==> config.mk <==
export PLATFORM = sky130hd
export DESIGN_NAME = iap_port
export DESIGN_NICKNAME = d
export VERILOG_FILES = /design/src/rtl/iap_pkg.sv /design/src/rtl/iap_ctrl.sv /design/src/rtl/iap_datapath.sv /design/src/rtl/iap_port.sv
export SDC_FILE = /design/constraint.sdc
export NUM_CORES = 1
export LEC_CHECK = 0
export ABC_AREA = 1
export BUFFER_PORTS_ARGS = -buffer_cell sky130_fd_sc_hd__clkbuf_2
export CAP_MARGIN = 40
export CORE_MARGIN = 2
export CORE_UTILIZATION = 30
export DETAILED_ROUTE_END_ITERATION = 10
export SYNTH_ARGS = -nofsm -noshare
export SYNTH_HDL_FRONTEND = slang
export SYNTH_HIERARCHICAL = 1
export SYNTH_SLANG_ARGS = --single-unit
==> constraint.sdc <==
create_clock -name clk -period 4.4 [get_ports clk]
set_clock_uncertainty 0.15 [all_clocks]
set_input_delay 1.32 -clock clk [delete_from_list [all_inputs] [get_ports clk]]
set_output_delay 1.32 -clock clk [all_outputs]
set_load 0.03 [all_outputs]
==> src/rtl/iap_pkg.sv <==
package iap_pkg;
  localparam int DATA_W = 16;
  localparam logic [DATA_W-1:0] CTRL_RESET = 16'hC000;
  localparam int SEL_BIT = 0;
  localparam int RUN_BIT = 5;

  localparam logic [1:0] IDX_CTRL   = 2'd0;
  localparam logic [1:0] IDX_OFFSET = 2'd1;
  localparam logic [1:0] IDX_WINDOW = 2'd2;
  localparam logic [1:0] IDX_STATUS = 2'd3;

  typedef struct packed {
    logic       ctrlWr;
    logic       offsetWr;
    logic       statusWr;
    logic       winWr;
    logic       winRd;
    logic       regRd;
    logic [1:0] rdIdx;
  } iapStrobe_t;
endpackage

==> src/rtl/iap_ctrl.sv <==
module iap_ctrl
  import iap_pkg::*;
(
  input  logic [1:0] hostAddr,
  input  logic       hostWrEn,
  input  logic       hostRdEn,
  output iapStrobe_t stb
);
  logic rdAccepted;

  // A write in the same cycle suppresses the read.
  assign rdAccepted = hostRdEn && !hostWrEn;

  always_comb begin
    stb          = '0;
    stb.ctrlWr   = hostWrEn && (hostAddr == IDX_CTRL);
    stb.offsetWr = hostWrEn && (hostAddr == IDX_OFFSET);
    stb.winWr    = hostWrEn && (hostAddr == IDX_WINDOW);
    stb.statusWr = hostWrEn && (hostAddr == IDX_STATUS);
    stb.regRd    = rdAccepted;
    stb.winRd    = rdAccepted && (hostAddr == IDX_WINDOW);
    stb.rdIdx    = hostAddr;
  end
endmodule

==> src/rtl/iap_datapath.sv <==
module iap_datapath
  import iap_pkg::*;
#(
  parameter int OFFSET_W = 16
) (
  input  logic                clk,
  input  logic                rstN,
  input  iapStrobe_t          stb,
  input  logic [DATA_W-1:0]   wrData,
  output logic [DATA_W-1:0]   rdData,
  output logic                cpuResetN,
  output logic [OFFSET_W-2:0] memAddr,
  output logic [DATA_W-1:0]   memWrData,
  output logic                commWrEn,
  output logic                localWrEn,
  input  logic [DATA_W-1:0]   commRdData,
  input  logic [DATA_W-1:0]   localRdData
);
  localparam logic [OFFSET_W-1:0] STEP = OFFSET_W'(2);

  logic [DATA_W-1:0]   ctrlReg;
  logic [DATA_W-1:0]   statusReg;
  logic [DATA_W-1:0]   rdDataReg;
  logic [OFFSET_W-1:0] offsetReg;
  logic [DATA_W-1:0]   winData;
  logic [DATA_W-1:0]   rdMux;
  logic                useLocal;

  assign useLocal  = ctrlReg[SEL_BIT];
  assign winData   = useLocal ? localRdData : commRdData;
  assign memAddr   = offsetReg[OFFSET_W-1:1];
  assign memWrData = wrData;
  assign commWrEn  = stb.winWr && !useLocal;
  assign localWrEn = stb.winWr && useLocal;
  assign cpuResetN = ctrlReg[RUN_BIT];
  assign rdData    = rdDataReg;

  always_comb begin
    unique case (stb.rdIdx)
      IDX_CTRL:   rdMux = ctrlReg;
      IDX_OFFSET: rdMux = DATA_W'(offsetReg);
      IDX_WINDOW: rdMux = winData;
      default:    rdMux = statusReg;
    endcase
  end

  always_ff @(posedge clk or negedge rstN) begin
    if (!rstN) begin
      ctrlReg   <= CTRL_RESET;
      statusReg <= '0;
      offsetReg <= '0;
      rdDataReg <= '0;
    end else begin
      if (stb.ctrlWr)   ctrlReg   <= wrData;
      if (stb.statusWr) statusReg <= wrData;
      if (stb.offsetWr)
        offsetReg <= wrData[OFFSET_W-1:0];
      else if (stb.winWr || stb.winRd)
        offsetReg <= offsetReg + STEP;
      if (stb.regRd)    rdDataReg <= rdMux;
    end
  end
endmodule

==> src/rtl/iap_port.sv <==
module iap_port
  import iap_pkg::*;
#(
  parameter int OFFSET_W = 16
) (
  input  logic                clk,
  input  logic                rstN,
  input  logic [1:0]          hostAddr,
  input  logic                hostWrEn,
  input  logic                hostRdEn,
  input  logic [15:0]         hostWrData,
  output logic [15:0]         hostRdData,
  output logic                cpuResetN,
  output logic [OFFSET_W-2:0] memAddr,
  output logic [15:0]         memWrData,
  output logic                commWrEn,
  output logic                localWrEn,
  input  logic [15:0]         commRdData,
  input  logic [15:0]         localRdData
);
  iapStrobe_t stb;

  iap_ctrl u_ctrl (
    .hostAddr (hostAddr),
    .hostWrEn (hostWrEn),
    .hostRdEn (hostRdEn),
    .stb      (stb)
  );

  iap_datapath #(.OFFSET_W(OFFSET_W)) u_dp (
    .clk         (clk),
    .rstN        (rstN),
    .stb         (stb),
    .wrData      (hostWrData),
    .rdData      (hostRdData),
    .cpuResetN   (cpuResetN),
    .memAddr     (memAddr),
    .memWrData   (memWrData),
    .commWrEn    (commWrEn),
    .localWrEn   (localWrEn),
    .commRdData  (commRdData),
    .localRdData (localRdData)
  );
endmodule

Yosys cells after proc, flatten, opt, wreduce, memory -nomap -nowiden --
Cells that the tools add are included.
Word-level totals: input bits 54, word-level logic and storage cells 25, flip-flop bits (word level) 64
Cells by class: equality and inequality tests 3, mux-type cells 4, $add $sub $neg 1, reductions and logical operators 13
Operator list (number):
- 2-to-1 mux 16 bit | 3
- one-hot mux 16 bit (3 select lines) | 1
- adder 16 x 2 -> 16 bit (second input constant) | 1
- logical AND 1 bit | 8
- equality test 2 bit (second input constant) | 2
- equality test 2 x 1 -> 1 bit (second input constant) | 1
- zero test 1 bit | 2
- zero test 2 bit | 1
- nonzero test 2 bit | 1
- logical OR 1 bit | 1

Logic depth before layout (Yosys ltp) --
word-level depth 6, gate-level depth with buffers 11, gate-level depth less buffers 9

Modules after synthesis --
Netlist, hierarchy kept.
By module, submodules not included:
- iap_datapath | area an instance 3733.6 µm², cells an instance 516, times used 1
- iap_ctrl | area an instance 73.8 µm², cells an instance 16, times used 1

Worst setup path after synthesis --
OpenSTA, ideal clock, no wires.
path type input -> output, start input hostAddr[0], end output commWrEn, path buffers 0, cell stages on the path 5, path slack 0.913 ns, arrival 2.017 ns, path through inv_1 > nand2_1 > nor2_1 > inv_1 > nor2_1
RTL lines:
- from (decl) | RTL line iap_port.sv:8 | input logic [1:0] hostAddr,
- to (decl) | RTL line iap_port.sv:16 | output logic commWrEn,

==> reports/qor.csv <==
stage,metric,value,unit
run_status,status,"finished, final reports clean",
critical_path,worstSetupPathType,input port to output pin,
die,die_area,0.0136,sq mm
critical_path,critPathMaxFanout,13,
synth,synth_area_per_cell,7.16,sq um
detailed_routing,wl_per_cell,14.5,microns
die,die-width,117,microns
power,powerDensity,517,mW/mm^2
hold_path,hold_start,u_dp/offsetReg[0],
die,start_util,30.4,%
timing,slew_violations,0,
synth,ys_seq_elements,64,
critical_path,cp_top_family,buffers and inverters,
timing,fin_ws,0.611,ns
die,dieHeight,117,microns
global_routing,grt_max_degree,34,
critical_path,reg2reg_from,u_dp/offsetReg[2],
detailed_routing,drtIter0Drc,369,
detailed_routing,dr.pass1.iters,5,
critical_path,critPathLaunchType,input port,
critical_path,rrSetupSlack,2.65,ns
power,power,2.34,mW
detailed_routing,drc,0,
critical_path,cp.depth,7,
hold_path,hold_path.class,register to register,
global_routing,grt_pass1_wl,17600,microns
synth,synth.net_count,587,
die,coreArea,0.0125,sq mm
power,p_leak,2.33,nW
detailed_routing,drtAntennaViolNets,0,
critical_path,crit_path_cell_trace,clkbuf_2 > inv_1 > nand2_1 > nor2_1 > inv_1 > nor2_1 > clkbuf_2,
hold_path,hold_depth,2,
clocking,cts_resized,0,
clocking,cts_tree,yes,
synth,yosysSeqAreaShare,42.1,%
place,dp_hpwl,8400,microns
power,vdd_drop_max,0.258,mV
detailed_routing,routed_wl,11200,microns
global_routing,grt-ovfl-total,0,
synth,syn_inst,532,
synth,yosys_warnings,6,
cells_and_area,drive_gt1_share,23.4,%
detailed_routing,vias,3630,
timing,relSlewSlack,53.9,%
cells_and_area,n_antenna_cell,0,
cells_and_area,area_growth,19.0,%
timing,fin_setup_tns,0,ns
power,comb_power_share,32.7,%
clocking,htreeDepth,3,
global_routing,antenna_found_initial,0,
die,core.rowCount,41,
timing,setup_violations,0,
place,gp_routability_congestion,0.832,
synth,netlist_area,0.00381,sq mm
power,switching_share,39.9,%
timing,fin_crit,3.79,ns
synth,ys_types,27,
critical_path,r2r_end,u_dp/offsetReg[7],
die,ioPinCount,104,
clocking,clock-root-buffer,clkbuf_16,
power,internal-power,1.41,mW
global_routing,first_global_vias,3452,
cells_and_area,layout.nets,652,
timing,fmax,0.264,GHz
power,seq_power_share,36.4,%
place,portBuffers,103,
timing,period_share,86.1,%
global_routing,grt_usage,17.0,%
run,maxCapViolations,0,
critical_path,path_buf_inv,4,
clocking,clk_pin_slew_worst_paths,0.05,ns
detailed_routing,vias_per_cell,4.69,
critical_path,cp-startpoint,hostAddr[0],
timing,tightest_slew,0.690,ns
critical_path,crit_end,commWrEn,
critical_path,cp_data_arrival_time,2.32,ns
clocking,insertion_delay,0.34,ns
critical_path,crit_path_max_incr_delay,0.24,ns
timing,rsz0062_at_grt,false,
power,pwr-share-clk,30.9,%
cells_and_area,fin_util,36.2,%
clocking,cts-hold-fix-buffers,0,
timing,hold_viol_final,0,
critical_path,cp_slowest_cell,nor2_1,
clocking,cts-buffers-inserted,9,
power,p_switching,934,uW
clocking,postCtsSetupBuffers,0,
critical_path,end_kind,output pin,
critical_path,required,2.93,ns
critical_path,worst_r2r_path_depth,8,
clocking,cts.sinks,64,
place,place_ws,0.618,ns
clocking,cts.path.max_buffers,2,
==> routing by layer <==
metal  routed length [microns]  global-route usage, %  share of wire, %  up-vias
li1                          -                      -                 -     1788
met1                      4900                   22.3                44     1684
met2                      5460                   28.6                49      145
met3                       760                   3.53               6.8       13
met4                       128                   4.78               1.1        0
met5                         0                      0                 0        -
==> cell usage after synthesis, drive strengths merged <==
cell / count / area share (%)
a22oi: 1 / 0.20
buf: 48 / 9.0
o22ai: 2 / 0.33
o211ai: 1 / 0.20
or2: 1 / 0.16
nand2: 138 / 14
nand3: 18 / 2.4
nand4: 8 / 1.3
o221ai: 4 / 0.92
a21oi: 24 / 3.2
o21bai: 2 / 0.39
dfstp: 2 / 1.4
o21ai: 89 / 12
nor2: 53 / 6.0
clkbuf: 8 / 0.79
ha: 1 / 0.33
inv: 68 / 6.8
a21boi: 1 / 0.20
a31oi: 1 / 0.16
dfrtp: 62 / 41
==> how the worst min path moves through the flow <==
stage                        end  slack [ns]
2_1_floorplan  u_dp/offsetReg[0]        0.29
4_1_cts        u_dp/offsetReg[0]        0.32
3_3_place_gp   u_dp/offsetReg[0]        0.30
5_1_grt        u_dp/offsetReg[0]        0.35
3_5_place_dp   u_dp/offsetReg[0]        0.31
6_report       u_dp/offsetReg[0]        0.32
==> logic make-up after synthesis <==
group                      synth area share [%]
and+or+nand+nor                            23.7
AOI/OAI and AO/OA                          17.3
buffers and inverters                      16.6
DFF                                        42.1
adders and majority gates                 0.329
==> flip-flops by register name, indices dropped and copies added (netlist names) <==
name and cells:
u_dp/ctrlReg 16, u_dp/offsetReg 16, u_dp/rdData 16, u_dp/statusReg 16
==> worst register-to-register path: cells and delay by family, from the launching register on <==
kind                       cells  cell delay (ns)
and+or+nand+nor                5             0.63
DFF                            1             0.45
adders and majority gates      1             0.24
AOI/OAI and AO/OA              1             0.14
buffers and inverters          1             0.03
==> cells in the final DEF, fill, tap and decap left out, types with 2 or more instances in the layout <==
| master | synthesis | final |
|---|---|---|
| o221ai_1 | 4 | 4 |
| nor2_4 | 3 | 3 |
| inv_2 | 3 | 3 |
| dfrtp_1 | 62 | 62 |
| o21bai_1 | 2 | 2 |
| inv_1 | 64 | 64 |
| clkinv_2 | 0 | 2 |
| clkbuf_1 | 8 | 2 |
| clkbuf_2 | 0 | 103 |
| o22ai_1 | 2 | 2 |
| buf_4 | 41 | 6 |
| nand4_1 | 8 | 8 |
| a21oi_1 | 24 | 24 |
| nand2_2 | 4 | 4 |
| clkbuf_16 | 0 | 9 |
| o21ai_0 | 81 | 81 |
| clkbuf_8 | 0 | 2 |
| nand3_1 | 18 | 18 |
| nor2_2 | 3 | 3 |
| o21ai_1 | 8 | 8 |
| dfstp_2 | 2 | 2 |
| nor2_1 | 47 | 47 |
| nand2_1 | 134 | 134 |
==> final cells by class <==
type | instances | area (sq um)
Fill cell | 1325 | 7990
Sequential cell | 64 | 1600
Multi-Input combinational cell | 344 | 1570
Timing Repair Buffer | 110 | 581
Clock buffer | 13 | 260
Inverter | 68 | 258
Tap cell | 172 | 215
Clock inverter | 3 | 40.0
==> power groups by stage <==
stage,clock network [mW],registers [mW],logic [mW]
6_report,0.723,0.852,0.766
3_5_place_dp,0,0.862,0.768
2_1_floorplan,0,0.878,0.559
3_3_place_gp,0,0.859,0.750
4_1_cts,0.738,0.852,0.772
5_1_grt,0.759,0.871,0.848
==> per-stage QoR <==
step	cells	hold WS, ns	cell area, sq um
2_1_floorplan	532	0.287	3810
4_1_cts	774	0.319	4530
3_3_place_gp	757	0.302	4210
3_5_place_dp	758	0.308	4230
5_1_grt	774	0.354	4530
6_report	774	0.317	4530
Power figures use the tool's default switching activity.
